**src/rtl/pcm_dma_pkg.sv**
```systemverilog
package pcm_dma_pkg;
  localparam logic [2:0] REG_ADDR = 3'd0;
  localparam logic [2:0] REG_LEN  = 3'd1;
  localparam logic [2:0] REG_CTRL = 3'd2;
  localparam logic [2:0] REG_STS  = 3'd3;
  localparam logic [2:0] REG_RATE = 3'd4;
  localparam logic [2:0] REG_BCLK = 3'd5;
  localparam int STS_FULL_BIT = 31;
  localparam int STS_BUSY_BIT = 30;
  localparam int FRAME_W      = 32;
  localparam int FRAME_BYTES  = FRAME_W / 8;
  typedef logic [FRAME_W-1:0] frame_t;
endpackage

```
**src/rtl/pcm_div.sv**
```systemverilog
module pcm_div #(
  parameter int W = 4
) (
  input  logic         clk_i,
  input  logic         rst_ni,
  input  logic         clr_i,
  input  logic [W-1:0] lim_i,
  output logic         tick_o
);
  logic [W-1:0] cnt_q;

  assign tick_o = !clr_i && (cnt_q >= lim_i);

  always_ff @(posedge clk_i or negedge rst_ni) begin
    if (!rst_ni)                cnt_q <= '0;
    else if (clr_i || tick_o)   cnt_q <= '0;
    else                        cnt_q <= cnt_q + 1'b1;
  end
endmodule

```
**src/rtl/pcm_xfer_queue.sv**
```systemverilog
module pcm_xfer_queue
  import pcm_dma_pkg::*;
#(
  parameter int AW = 24,
  parameter int LW = 18
) (
  input  logic          clk_i,
  input  logic          rst_ni,
  input  logic          en_i,
  input  logic          len_we_i,
  input  logic [AW-1:0] addr_i,
  input  logic [LW-1:0] len_i,
  output logic          busy_o,
  output logic          full_o,
  output logic          start_o,
  output logic          mem_req_o,
  output logic [AW-1:0] mem_addr_o,
  input  logic          mem_valid_i,
  input  frame_t        mem_data_i,
  output frame_t        frame_o,
  output logic          frame_vld_o,
  input  logic          frame_take_i
);
  localparam logic [LW-1:0] STEP_L = LW'(FRAME_BYTES);
  localparam logic [AW-1:0] STEP_A = AW'(FRAME_BYTES);

  logic          act_vld_q, pnd_vld_q, req_q, frm_vld_q;
  logic [AW-1:0] act_addr_q, pnd_addr_q;
  logic [LW-1:0] act_rem_q, pnd_len_q;
  frame_t        frm_q;
  logic          beat, last, accept, go_act;

  assign beat    = req_q && mem_valid_i;
  assign last    = beat && (act_rem_q == STEP_L);
  assign accept  = len_we_i && (len_i != '0) && !pnd_vld_q;
  // a draining active slot frees itself for a same-cycle write
  assign go_act  = !act_vld_q || last;
  assign start_o = (accept && go_act) || (last && pnd_vld_q);

  always_ff @(posedge clk_i or negedge rst_ni) begin
    if (!rst_ni) begin
      act_vld_q  <= 1'b0;
      pnd_vld_q  <= 1'b0;
      req_q      <= 1'b0;
      frm_vld_q  <= 1'b0;
      act_addr_q <= '0;
      pnd_addr_q <= '0;
      act_rem_q  <= '0;
      pnd_len_q  <= '0;
      frm_q      <= '0;
    end else begin
      if (frame_take_i) frm_vld_q <= 1'b0;
      if (en_i && act_vld_q && !req_q && !frm_vld_q) req_q <= 1'b1;
      if (beat) begin
        frm_q      <= mem_data_i;
        frm_vld_q  <= 1'b1;
        req_q      <= 1'b0;
        act_addr_q <= act_addr_q + STEP_A;
        act_rem_q  <= act_rem_q - STEP_L;
        if (last) begin
          if (pnd_vld_q) begin
            act_addr_q <= pnd_addr_q;
            act_rem_q  <= pnd_len_q;
            pnd_vld_q  <= 1'b0;
          end else begin
            act_vld_q  <= 1'b0;
          end
        end
      end
      if (accept) begin
        if (go_act) begin
          act_vld_q  <= 1'b1;
          act_addr_q <= addr_i;
          act_rem_q  <= len_i;
        end else begin
          pnd_vld_q  <= 1'b1;
          pnd_addr_q <= addr_i;
          pnd_len_q  <= len_i;
        end
      end
    end
  end

  assign busy_o      = act_vld_q;
  assign full_o      = pnd_vld_q;
  assign mem_req_o   = req_q;
  assign mem_addr_o  = act_addr_q;
  assign frame_o     = frm_q;
  assign frame_vld_o = frm_vld_q;


  full_implies_busy_chk: assert property (@(posedge clk_i) disable iff (!rst_ni)
    full_o |-> busy_o);

  req_hold_chk: assert property (@(posedge clk_i) disable iff (!rst_ni)
    (mem_req_o && !mem_valid_i) |=> (mem_req_o && $stable(mem_addr_o)));

  req_needs_en_chk: assert property (@(posedge clk_i) disable iff (!rst_ni)
    $rose(mem_req_o) |-> $past(en_i));

  drain_idle_chk: assert property (@(posedge clk_i) disable iff (!rst_ni)
    (mem_req_o && mem_valid_i && act_rem_q == STEP_L && !full_o && !len_we_i)
    |=> !busy_o);
endmodule

```
**src/rtl/pcm_serializer.sv**
```systemverilog
module pcm_serializer
  import pcm_dma_pkg::*;
#(
  parameter int BDIV_W = 4
) (
  input  logic              clk_i,
  input  logic              rst_ni,
  input  logic              load_i,
  input  frame_t            data_i,
  input  logic [BDIV_W-1:0] bdiv_i,
  output logic              sclk_o,
  output logic              lrck_o,
  output logic              sdata_o
);
  localparam int IDX_W = $clog2(FRAME_W);
  localparam logic [IDX_W-1:0] LAST_IDX = IDX_W'(FRAME_W - 1);

  logic             btick, run_q, sclk_q;
  logic [IDX_W-1:0] idx_q;
  frame_t           sh_q;

  pcm_div #(.W(BDIV_W)) u_bdiv (
    .clk_i  (clk_i),
    .rst_ni (rst_ni),
    .clr_i  (load_i),
    .lim_i  (bdiv_i),
    .tick_o (btick)
  );

  always_ff @(posedge clk_i or negedge rst_ni) begin
    if (!rst_ni) begin
      sh_q   <= '0;
      idx_q  <= '0;
      run_q  <= 1'b0;
      sclk_q <= 1'b0;
    end else if (load_i) begin
      sh_q   <= data_i;
      idx_q  <= '0;
      run_q  <= 1'b1;
      sclk_q <= 1'b0;
    end else if (run_q && btick) begin
      if (!sclk_q) begin
        sclk_q <= 1'b1;
      end else begin
        sclk_q <= 1'b0;
        sh_q   <= {sh_q[FRAME_W-2:0], 1'b0};
        idx_q  <= idx_q + 1'b1;
        if (idx_q == LAST_IDX) run_q <= 1'b0;
      end
    end
  end

  assign sclk_o  = sclk_q;
  assign lrck_o  = idx_q[IDX_W-1];
  assign sdata_o = sh_q[FRAME_W-1];


  data_at_rise_chk: assert property (@(posedge clk_i) disable iff (!rst_ni)
    $rose(sclk_o) |-> ($stable(sdata_o) && $stable(lrck_o)));
endmodule

```
**src/rtl/pcm_dma_out.sv**
```systemverilog
module pcm_dma_out
  import pcm_dma_pkg::*;
#(
  parameter int AW     = 24,
  parameter int LW     = 18,
  parameter int RATE_W = 14,
  parameter int BDIV_W = 4
) (
  input  logic          clk_i,
  input  logic          rst_ni,
  input  logic          reg_we_i,
  input  logic [2:0]    reg_addr_i,
  input  logic [31:0]   reg_wdata_i,
  output logic [31:0]   reg_rdata_o,
  output logic          mem_req_o,
  output logic [AW-1:0] mem_addr_o,
  input  logic          mem_valid_i,
  input  logic [31:0]   mem_data_i,
  output logic          dac_sclk_o,
  output logic          dac_lrck_o,
  output logic          dac_sdata_o,
  output logic          irq_o
);
  localparam int ALIGN = 3;

  logic [AW-1:ALIGN] addr_q;
  logic              en_q, irq_q;
  logic [RATE_W-1:0] rate_q;
  logic [BDIV_W-1:0] bdiv_q;
  frame_t            last_q, frame, ser_data;
  logic              busy, full, start, frame_vld, stick, take;
  logic              wr_addr, wr_len, wr_ctrl, wr_sts, wr_rate, wr_bclk;
  logic              unused_wdata;

  assign wr_addr = reg_we_i && (reg_addr_i == REG_ADDR);
  assign wr_len  = reg_we_i && (reg_addr_i == REG_LEN);
  assign wr_ctrl = reg_we_i && (reg_addr_i == REG_CTRL);
  assign wr_sts  = reg_we_i && (reg_addr_i == REG_STS);
  assign wr_rate = reg_we_i && (reg_addr_i == REG_RATE);
  assign wr_bclk = reg_we_i && (reg_addr_i == REG_BCLK);
  assign unused_wdata = ^reg_wdata_i;

  always_ff @(posedge clk_i or negedge rst_ni) begin
    if (!rst_ni) begin
      addr_q <= '0;
      en_q   <= 1'b0;
      rate_q <= '0;
      bdiv_q <= '0;
      irq_q  <= 1'b0;
      last_q <= '0;
    end else begin
      if (wr_addr) addr_q <= reg_wdata_i[AW-1:ALIGN];
      if (wr_ctrl) en_q   <= reg_wdata_i[0];
      if (wr_rate) rate_q <= reg_wdata_i[RATE_W-1:0];
      if (wr_bclk) bdiv_q <= reg_wdata_i[BDIV_W-1:0];
      if (start)       irq_q <= 1'b1;
      else if (wr_sts) irq_q <= 1'b0;
      if (take)    last_q <= frame;
    end
  end

  always_comb begin
    reg_rdata_o = '0;
    unique case (reg_addr_i)
      REG_CTRL: reg_rdata_o[0] = en_q;
      REG_STS: begin
        reg_rdata_o[STS_FULL_BIT] = full;
        reg_rdata_o[STS_BUSY_BIT] = busy;
      end
      REG_RATE: reg_rdata_o[RATE_W-1:0] = rate_q;
      REG_BCLK: reg_rdata_o[BDIV_W-1:0] = bdiv_q;
      default: ;
    endcase
  end

  pcm_xfer_queue #(.AW(AW), .LW(LW)) u_queue (
    .clk_i        (clk_i),
    .rst_ni       (rst_ni),
    .en_i         (en_q),
    .len_we_i     (wr_len),
    .addr_i       ({addr_q, {ALIGN{1'b0}}}),
    .len_i        ({reg_wdata_i[LW-1:ALIGN], {ALIGN{1'b0}}}),
    .busy_o       (busy),
    .full_o       (full),
    .start_o      (start),
    .mem_req_o    (mem_req_o),
    .mem_addr_o   (mem_addr_o),
    .mem_valid_i  (mem_valid_i),
    .mem_data_i   (mem_data_i),
    .frame_o      (frame),
    .frame_vld_o  (frame_vld),
    .frame_take_i (take)
  );

  pcm_div #(.W(RATE_W)) u_rate (
    .clk_i  (clk_i),
    .rst_ni (rst_ni),
    .clr_i  (1'b0),
    .lim_i  (rate_q),
    .tick_o (stick)
  );

  assign take     = stick && frame_vld;
  assign ser_data = frame_vld ? frame : last_q;

  pcm_serializer #(.BDIV_W(BDIV_W)) u_ser (
    .clk_i   (clk_i),
    .rst_ni  (rst_ni),
    .load_i  (stick),
    .data_i  (ser_data),
    .bdiv_i  (bdiv_q),
    .sclk_o  (dac_sclk_o),
    .lrck_o  (dac_lrck_o),
    .sdata_o (dac_sdata_o)
  );

  assign irq_o = irq_q;


  irq_set_chk: assert property (@(posedge clk_i) disable iff (!rst_ni)
    start |=> irq_o);

  irq_ack_chk: assert property (@(posedge clk_i) disable iff (!rst_ni)
    (wr_sts && !start) |=> !irq_o);
endmodule

```
**config.mk**
```make
export PLATFORM = sky130hd
export DESIGN_NAME = pcm_dma_out
export DESIGN_NICKNAME = d
export VERILOG_FILES = /design/src/rtl/pcm_dma_pkg.sv /design/src/rtl/pcm_div.sv /design/src/rtl/pcm_xfer_queue.sv /design/src/rtl/pcm_serializer.sv /design/src/rtl/pcm_dma_out.sv
export SDC_FILE = /design/constraint.sdc
export NUM_CORES = 1
export LEC_CHECK = 0
export ABC_CLOCK_PERIOD_IN_PS = 4600
export BUFFER_PORTS_ARGS = -buffer_cell sky130_fd_sc_hd__buf_4
export CAP_MARGIN = 15
export CORE_ASPECT_RATIO = 1.2
export CORE_MARGIN = 8
export CORE_UTILIZATION = 40
export CTS_CLUSTER_DIAMETER = 80
export CTS_CLUSTER_SIZE = 10
export DETAILED_ROUTE_END_ITERATION = 16
export GPL_TIMING_DRIVEN = 1
export PLACE_DENSITY = 0.55
export SYNTH_ARGS = -nofsm -noshare
export SYNTH_HDL_FRONTEND = slang
export SYNTH_HIERARCHICAL = 1
export SYNTH_SLANG_ARGS = --single-unit
```
**constraint.sdc**
```tcl
create_clock -name clk_i -period 4.6 [get_ports clk_i]
set_input_delay 0.23 -clock clk_i [delete_from_list [all_inputs] [get_ports clk_i]]
set_output_delay 0.23 -clock clk_i [all_outputs]
set_load 0.005 [all_outputs]
```
Word level (Yosys, flattened, before mapping) --
Index checks and enable logic that the tools add are counted.
Operators by class: reductions and logical operators 37, bitwise logic cells 1, eq/ne operators 7, multiply operators 0, shift-type cells 0, div/mod/pow operators 0, magnitude comparators 2, mux-type cells 45, $add $sub $neg 5
Operators by type and width (count):
- $mux 32 | 4
- $mux 24 | 5
- $mux 18 | 5
- $add 24x3->24 const B | 1
- $mux 1 | 22
- $eq 18x3->1 const B | 1
- $logic_and 1x1->1 | 18
- $reduce_bool 18->1 | 1
- $sub 18x3->18 const B | 1
- $mux 5 | 3
- $add 14x1->14 const B | 1
- $ge 14x14->1 | 1
- $mux 14 | 1
- $reduce_bool 2->1 | 6
- $mux 10 | 1
- $eq 3x2->1 const B | 2
- $eq 3x3->1 const B | 2
- $pmux 3 s2 | 1
- $add 5x1->5 const B | 1
- $eq 5x5->1 const B | 1
- $logic_not 1->1 | 5
- $add 4x1->4 const B | 1
- $ge 4x4->1 | 1
- $mux 4 | 1
- other kinds (8) | 11
Word-level totals: latch bits 0, word-level logic and storage cells 118, register bits after elaboration 244, ROM bits 0, output and inout port bits 61, input port bits 71, memory bits (writable) 0, memories kept 0

Logic depth before layout (Yosys ltp) --
depth in word-level cells 7, mapped depth 12, mapped depth without buffers 10

Hierarchy --
The synthesis kept the hierarchy.
Modules (own cells, without submodules):
- pcm_xfer_queue | instances 1, area each 5854.4 um^2, seq. area each 3002.9 um^2, cells an instance 618
- pcm_dma_out | instances 1, area each 3522.1 um^2, seq. area each 1826.8 um^2, cells an instance 241
- pcm_serializer | instances 1, area each 1923.1 um^2, seq. area each 975.9 um^2, cells an instance 206
- pcm_div at u_rate | instances 1, area each 1074.8 um^2, seq. area each 350.3 um^2, cells an instance 116
- pcm_div at u_ser.u_bdiv | instances 1, area each 269.0 um^2, seq. area each 100.1 um^2, cells an instance 25

Worst setup path before layout --
OpenSTA, ideal clock, no wires.
path kind register to register, start register u_rate.cnt_q[11], end register u_ser.sh_q[1], path buffers 2, clock period less this slack 2.862 ns, slack 1.738 ns, cell stages (with the launch flop) 12, library setup time 0.120 ns, required time 4.480 ns, data arrival time 2.741 ns, cell sequence dfrtp_1 > ha_1 > and4_1 > nand3_1 > a311oi_1 > o31a_1 > and2b_1 > and3_1 > buf_4 > buf_6 > a21oi_2 > a21oi_2
On the way: cells in the longest elaborated chain, start to end 6, elaborated cells on any way between the ends 8, those cells by class order compare (1); mux (1); reduce/logical (6)
Ends and longest elaborated chain:
- start: declaration | line pcm_div.sv:10 | logic [W-1:0] cnt_q;
- start signal: assignment | line pcm_div.sv:17 | else cnt_q <= cnt_q + 1'b1;
- $ge 14x14->1 | line pcm_div.sv:12 | assign tick_o = !clr_i && (cnt_q >= lim_i);
- named net stick | line pcm_dma_out.sv:31 | logic busy, full, start, frame_vld, stick, take;
- $logic_not 1->1 | line pcm_div.sv:12
- $logic_and 1x1->1 | line pcm_div.sv:12
- named net u_ser.btick | line pcm_serializer.sv:18 | logic btick, run_q, sclk_q;
- $logic_and 1x1->1 | line pcm_serializer.sv:41 | end else if (run_q && btick) begin
- $reduce_bool 2->1 (no line)
- $reduce_and 2->1 (no line)
- end signal: assignment | line pcm_serializer.sv:37 | sh_q <= data_i;
- end signal: assignment | line pcm_serializer.sv:46 | sh_q <= {sh_q[FRAME_W-2:0], 1'b0};
- end: declaration | line pcm_serializer.sv:20 | frame_t sh_q;
The timed path passes the listed nets, and every way through them passes these cells. A chain may end at the register's enable or synchronous reset.

Final worst setup path --
start register u_rate.cnt_q[11], end register last_q[21]
On the way: cells in the longest elaborated chain, start to end 2
Ends and longest elaborated chain:
- $ge 14x14->1 | line pcm_div.sv:12
- named net stick | line pcm_dma_out.sv:31
- $logic_and 1x1->1 | line pcm_dma_out.sv:103 | assign take = stick && frame_vld;
- end signal: assignment | line pcm_dma_out.sv:58 | if (take) last_q <= frame;
- end: declaration | line pcm_dma_out.sv:30 | frame_t last_q, frame, ser_data;
The timed path passes the listed nets, and every way through them passes these cells.

==> out/summary.log <==
qor: worst_setup_path.crit_path_end_kind register
qor: yosys.count_of_mapped_cells_out_of_synthesis 1206
qor: worst_setup_path.critPathMaxFanout 76
qor: yosys.synthesis.area 0.0126 mm^2
qor: place.detailedPlace.worstSlack 1.28 ns
qor: finish.multi_input_area 0.00592 mm^2
qor: sta.ratio_of_final_minimum_period_to_clock_period 72.1%
qor: die.core_area 0.0313 mm^2
qor: global_routing.first_global_vias 9562
qor: sta.rsz0062_at_grt no
qor: global_routing.grt.total_usage 16.5%
qor: global_routing.grt_max_degree 116
qor: finish.fillerInstances 2954
qor: worst_setup_path.setup.worst_path.end last_q[21]
qor: yosys.ys_seq_area_share 49.5%
qor: worst_setup_path.worst_setup_path_type register to register
qor: cts.postCtsResizedCells 0
qor: pwr.power.static_leakage 6.82 nW
qor: drt.wl_per_cell 17.5 um
qor: drt.post_drt_via_cell_ratio 5.25
qor: worst_setup_path.start_kind register
qor: cts.ctsHtreeMaxLevel 1
qor: place.globalplace.congestion 0.760
qor: yosys.yosysWarningCount 6
qor: yosys.synth_edf_count 0
qor: job.timing.max_cap.violations 0
qor: place.dp_hpwl 19.6 mm
qor: drt.finalWirelength 30.8 mm
qor: yosys.postSynth.topFlopCell dfrtp_1
qor: sta.slew-limit-headroom 31.0%
qor: pwr.total_power 7.72 mW
qor: drt.initialDrtViolationCount 502
qor: yosys.avgSynthCellArea 10.5 um^2
qor: cts.tritoncts yes
qor: finish.regArea 0.00626 mm^2
qor: cts.clk_pin_slew_worst_paths 0.06 ns
qor: die.placementRows 71
qor: yosys.yosysUniqueCellTypes 70
qor: yosys.asyncSetResetFlopFracSynth 100%
qor: sta.final_hold_vio_count 0
qor: worst_setup_path.critPathLaunch u_rate/cnt_q[11]
qor: finish.finish.cell_count_without_fillers 1763
qor: global_routing.grt_pass1_wl 50.7 mm
qor: hold_path.hold_path_class primary input to register
qor: worst_setup_path.critPathRequiredTime 5.01 ns
qor: cts.numCtsBuffers 28
qor: yosys.ys_ff_latch 250
qor: pwr.power_density 513 mW/mm^2
qor: worst_setup_path.worst_r2r_startpoint u_rate/cnt_q[11]
qor: worst_setup_path.reg_to_reg_slack_setup 1.28 ns
qor: sta.finalSetupViolations 0
qor: drt.drc 0
qor: die.initial_core_util 40.4%
qor: finish.finish.net_count 1459
qor: place.placedCellCount 1677
qor: worst_setup_path.critical_path_arrival 3.73 ns
qor: cts.worst_skew_pair.late_latency 0.54 ns
qor: finish.area_delta_synth_final 19.1%
qor: die.chipWidth 178 um
qor: sta.clock.fmax 0.302 GHz
qor: finish.antenna_cells_inserted 0
qor: die.die-area 0.0376 mm^2
qor: drt.detailed_router_iteration_count_before_antenna_repair 5
qor: cts.cts-root-to-sink-buffers 3
qor: die.die_h 211 um
qor: sta.totalNegativeSetupSlack 0 ns
qor: worst_setup_path.r2r.worst_path.cells 10
qor: cts.cts.sinks 250
qor: sta.final.setup_skew 0.0205 ns
qor: cts.clk_root_buffer_cell clkbuf_16
qor: pwr.ir_drop 0.375 mV
qor: place.placement.io_buffers 107
qor: finish.layout-drive-gt1-share 25.6%
qor: sta.min_period 3.32 ns
qor: global_routing.grt_antenna_before_repair 0
qor: drt.ant_nets 0
qor: sta.max_slew.worst_pin.slew 1.03 ns
qor: die.boundaryPins 132
qor: global_routing.grt-ovfl-total 0
qor: drt.vias 9249
qor: sta.report.final.slew_viol_count 0
qor: worst_setup_path.crit-reg2reg-capture last_q[21]
qor: sta.layout_setup_ws 1.28 ns
qor: status.status finished, final reports clean
==> placed cells by master (no fill, tap or decap), types with 5 or more instances in the layout <==
master           n
a21o_1          14
a21oi_1         86
a21oi_2         21
a2bb2oi_1        5
a31oi_1         13
and2_1          12
and3_1           8
and4_1           5
buf_4          124
clkbuf_16       29
conb_1          32
dfrtp_1        250
dlygate4sd3_1   56
ha_1            25
inv_1           29
mux2_2         141
mux2_4          10
mux2i_1          6
nand2_1        195
nand3_1         23
nand4_1         12
nor2_1          49
nor2b_1         33
nor3_1          11
nor4_1          29
nor4b_1          5
o21a_1           5
o21ai_0         32
o22ai_1         11
o31ai_1          6
xnor2_1          7
xor2_1          14
==> sequential cells by signal, indices dropped and copies added (netlist names), 18 cells and up <==
signal,cells
u_queue/pnd_len_q,18
u_queue/mem_addr_o,24
u_queue/act_rem_q,18
last_q,32
addr_q,21
u_queue/frame_o,32
u_queue/pnd_addr_q,24
u_ser/sh_q,32
==> synthesized netlist by cell type, types with 25 or more instances <==
library cell	count	area, um^2
mux2_2	141	1590
clkbuf_1	30	113
a21oi_1	87	435
nor4_1	29	181
dfrtp_1	250	6260
o21ai_0	33	165
inv_1	29	109
nor2b_1	33	206
nor2_1	50	188
nand2_1	196	736
buf_2	26	130
ha_1	25	313
==> per-stage QoR <==
step                      hold WS (ns)  utilization, %  cell area, um^2
after global routing            0.0146            48.1            15100
after global placement           0.329            44.0            13800
after CTS                      0.00789            48.1            15000
after detailed placement         0.331            44.0            13800
final                           0.0352            48.1            15100
after floorplan                -0.0656               -            12800
==> routing by layer <==
layer | GRT usage [%] | vias to the layer above | wire [um]
met5 | 0 | - | 0
met1 | 20.8 | 4547 | 13600
met4 | 4.22 | 0 | 559
li1 | - | 4485 | -
met3 | 3.04 | 38 | 1540
met2 | 28.6 | 179 | 15200
==> what timing repair did <==
action / in CTS / in global routing
hold buffers: 56 / 0
hold endpoints to repair: 182 / 0
setup buffers: 0 / 0
==> area by class of cell <==
cell class / count / area share, %
inverter: 29 / 0.723
sequential: 250 / 41.6
clock buffer: 29 / 4.82
multi-input combinational: 871 / 39.3
timing repair buffer: 183 / 10.3
tap: 401 / 3.33
==> power by group <==
| group | total [mW] | switching, mW | internal (mW) | leakage, nW |
|---|---|---|---|---|
| combinational | 2.15 | 1.01 | 1.14 | 3.31 |
| sequential | 3.65 | 0.632 | 3.02 | 3.15 |
| clock | 1.92 | 0.826 | 1.09 | 0.357 |
==> cells by family (layout without fill, tap and decap cells) <==
group | count (synthesis) | in the layout | synth area share, %
adder cells (fa/ha/maj) | 25 | 25 | 2.47
XOR/XNOR | 21 | 21 | 1.45
buffers and inverters | 116 | 241 | 4.90
other | 1 | 32 | 0.0297
multiplexers | 158 | 158 | 14.3
AO/OA/AOI/OAI | 221 | 221 | 11.0
AND/OR/NAND/NOR | 414 | 414 | 16.3
flip-flops | 250 | 250 | 49.5
==> worst max-delay path, stage by stage (launching register included) <==
cell      delay, ns
dfrtp_1        0.43
ha_1           0.31
and4_1         0.21
nand3_1        0.14
a311oi_1       0.27
buf_4          0.26
o31a_2         0.19
buf_4          0.57
nand2_1        0.11
buf_4          0.31
mux2_2         0.33
==> how the worst min path moves through the flow <==
stage                          from    endpoint  slack [ns]  depth (start not counted)
floorplan                    rst_ni  addr_q[10]       -0.07                          0
global placement             rst_ni   bdiv_q[2]        0.33                          1
detailed placement           rst_ni   bdiv_q[1]        0.33                          1
CTS                 reg_wdata_i[12]  rate_q[12]       0.008                          2
global route        reg_wdata_i[12]  rate_q[12]        0.01                          2
finish              reg_wdata_i[12]  rate_q[12]        0.04                          2
(Power assumes the default switching activity.)
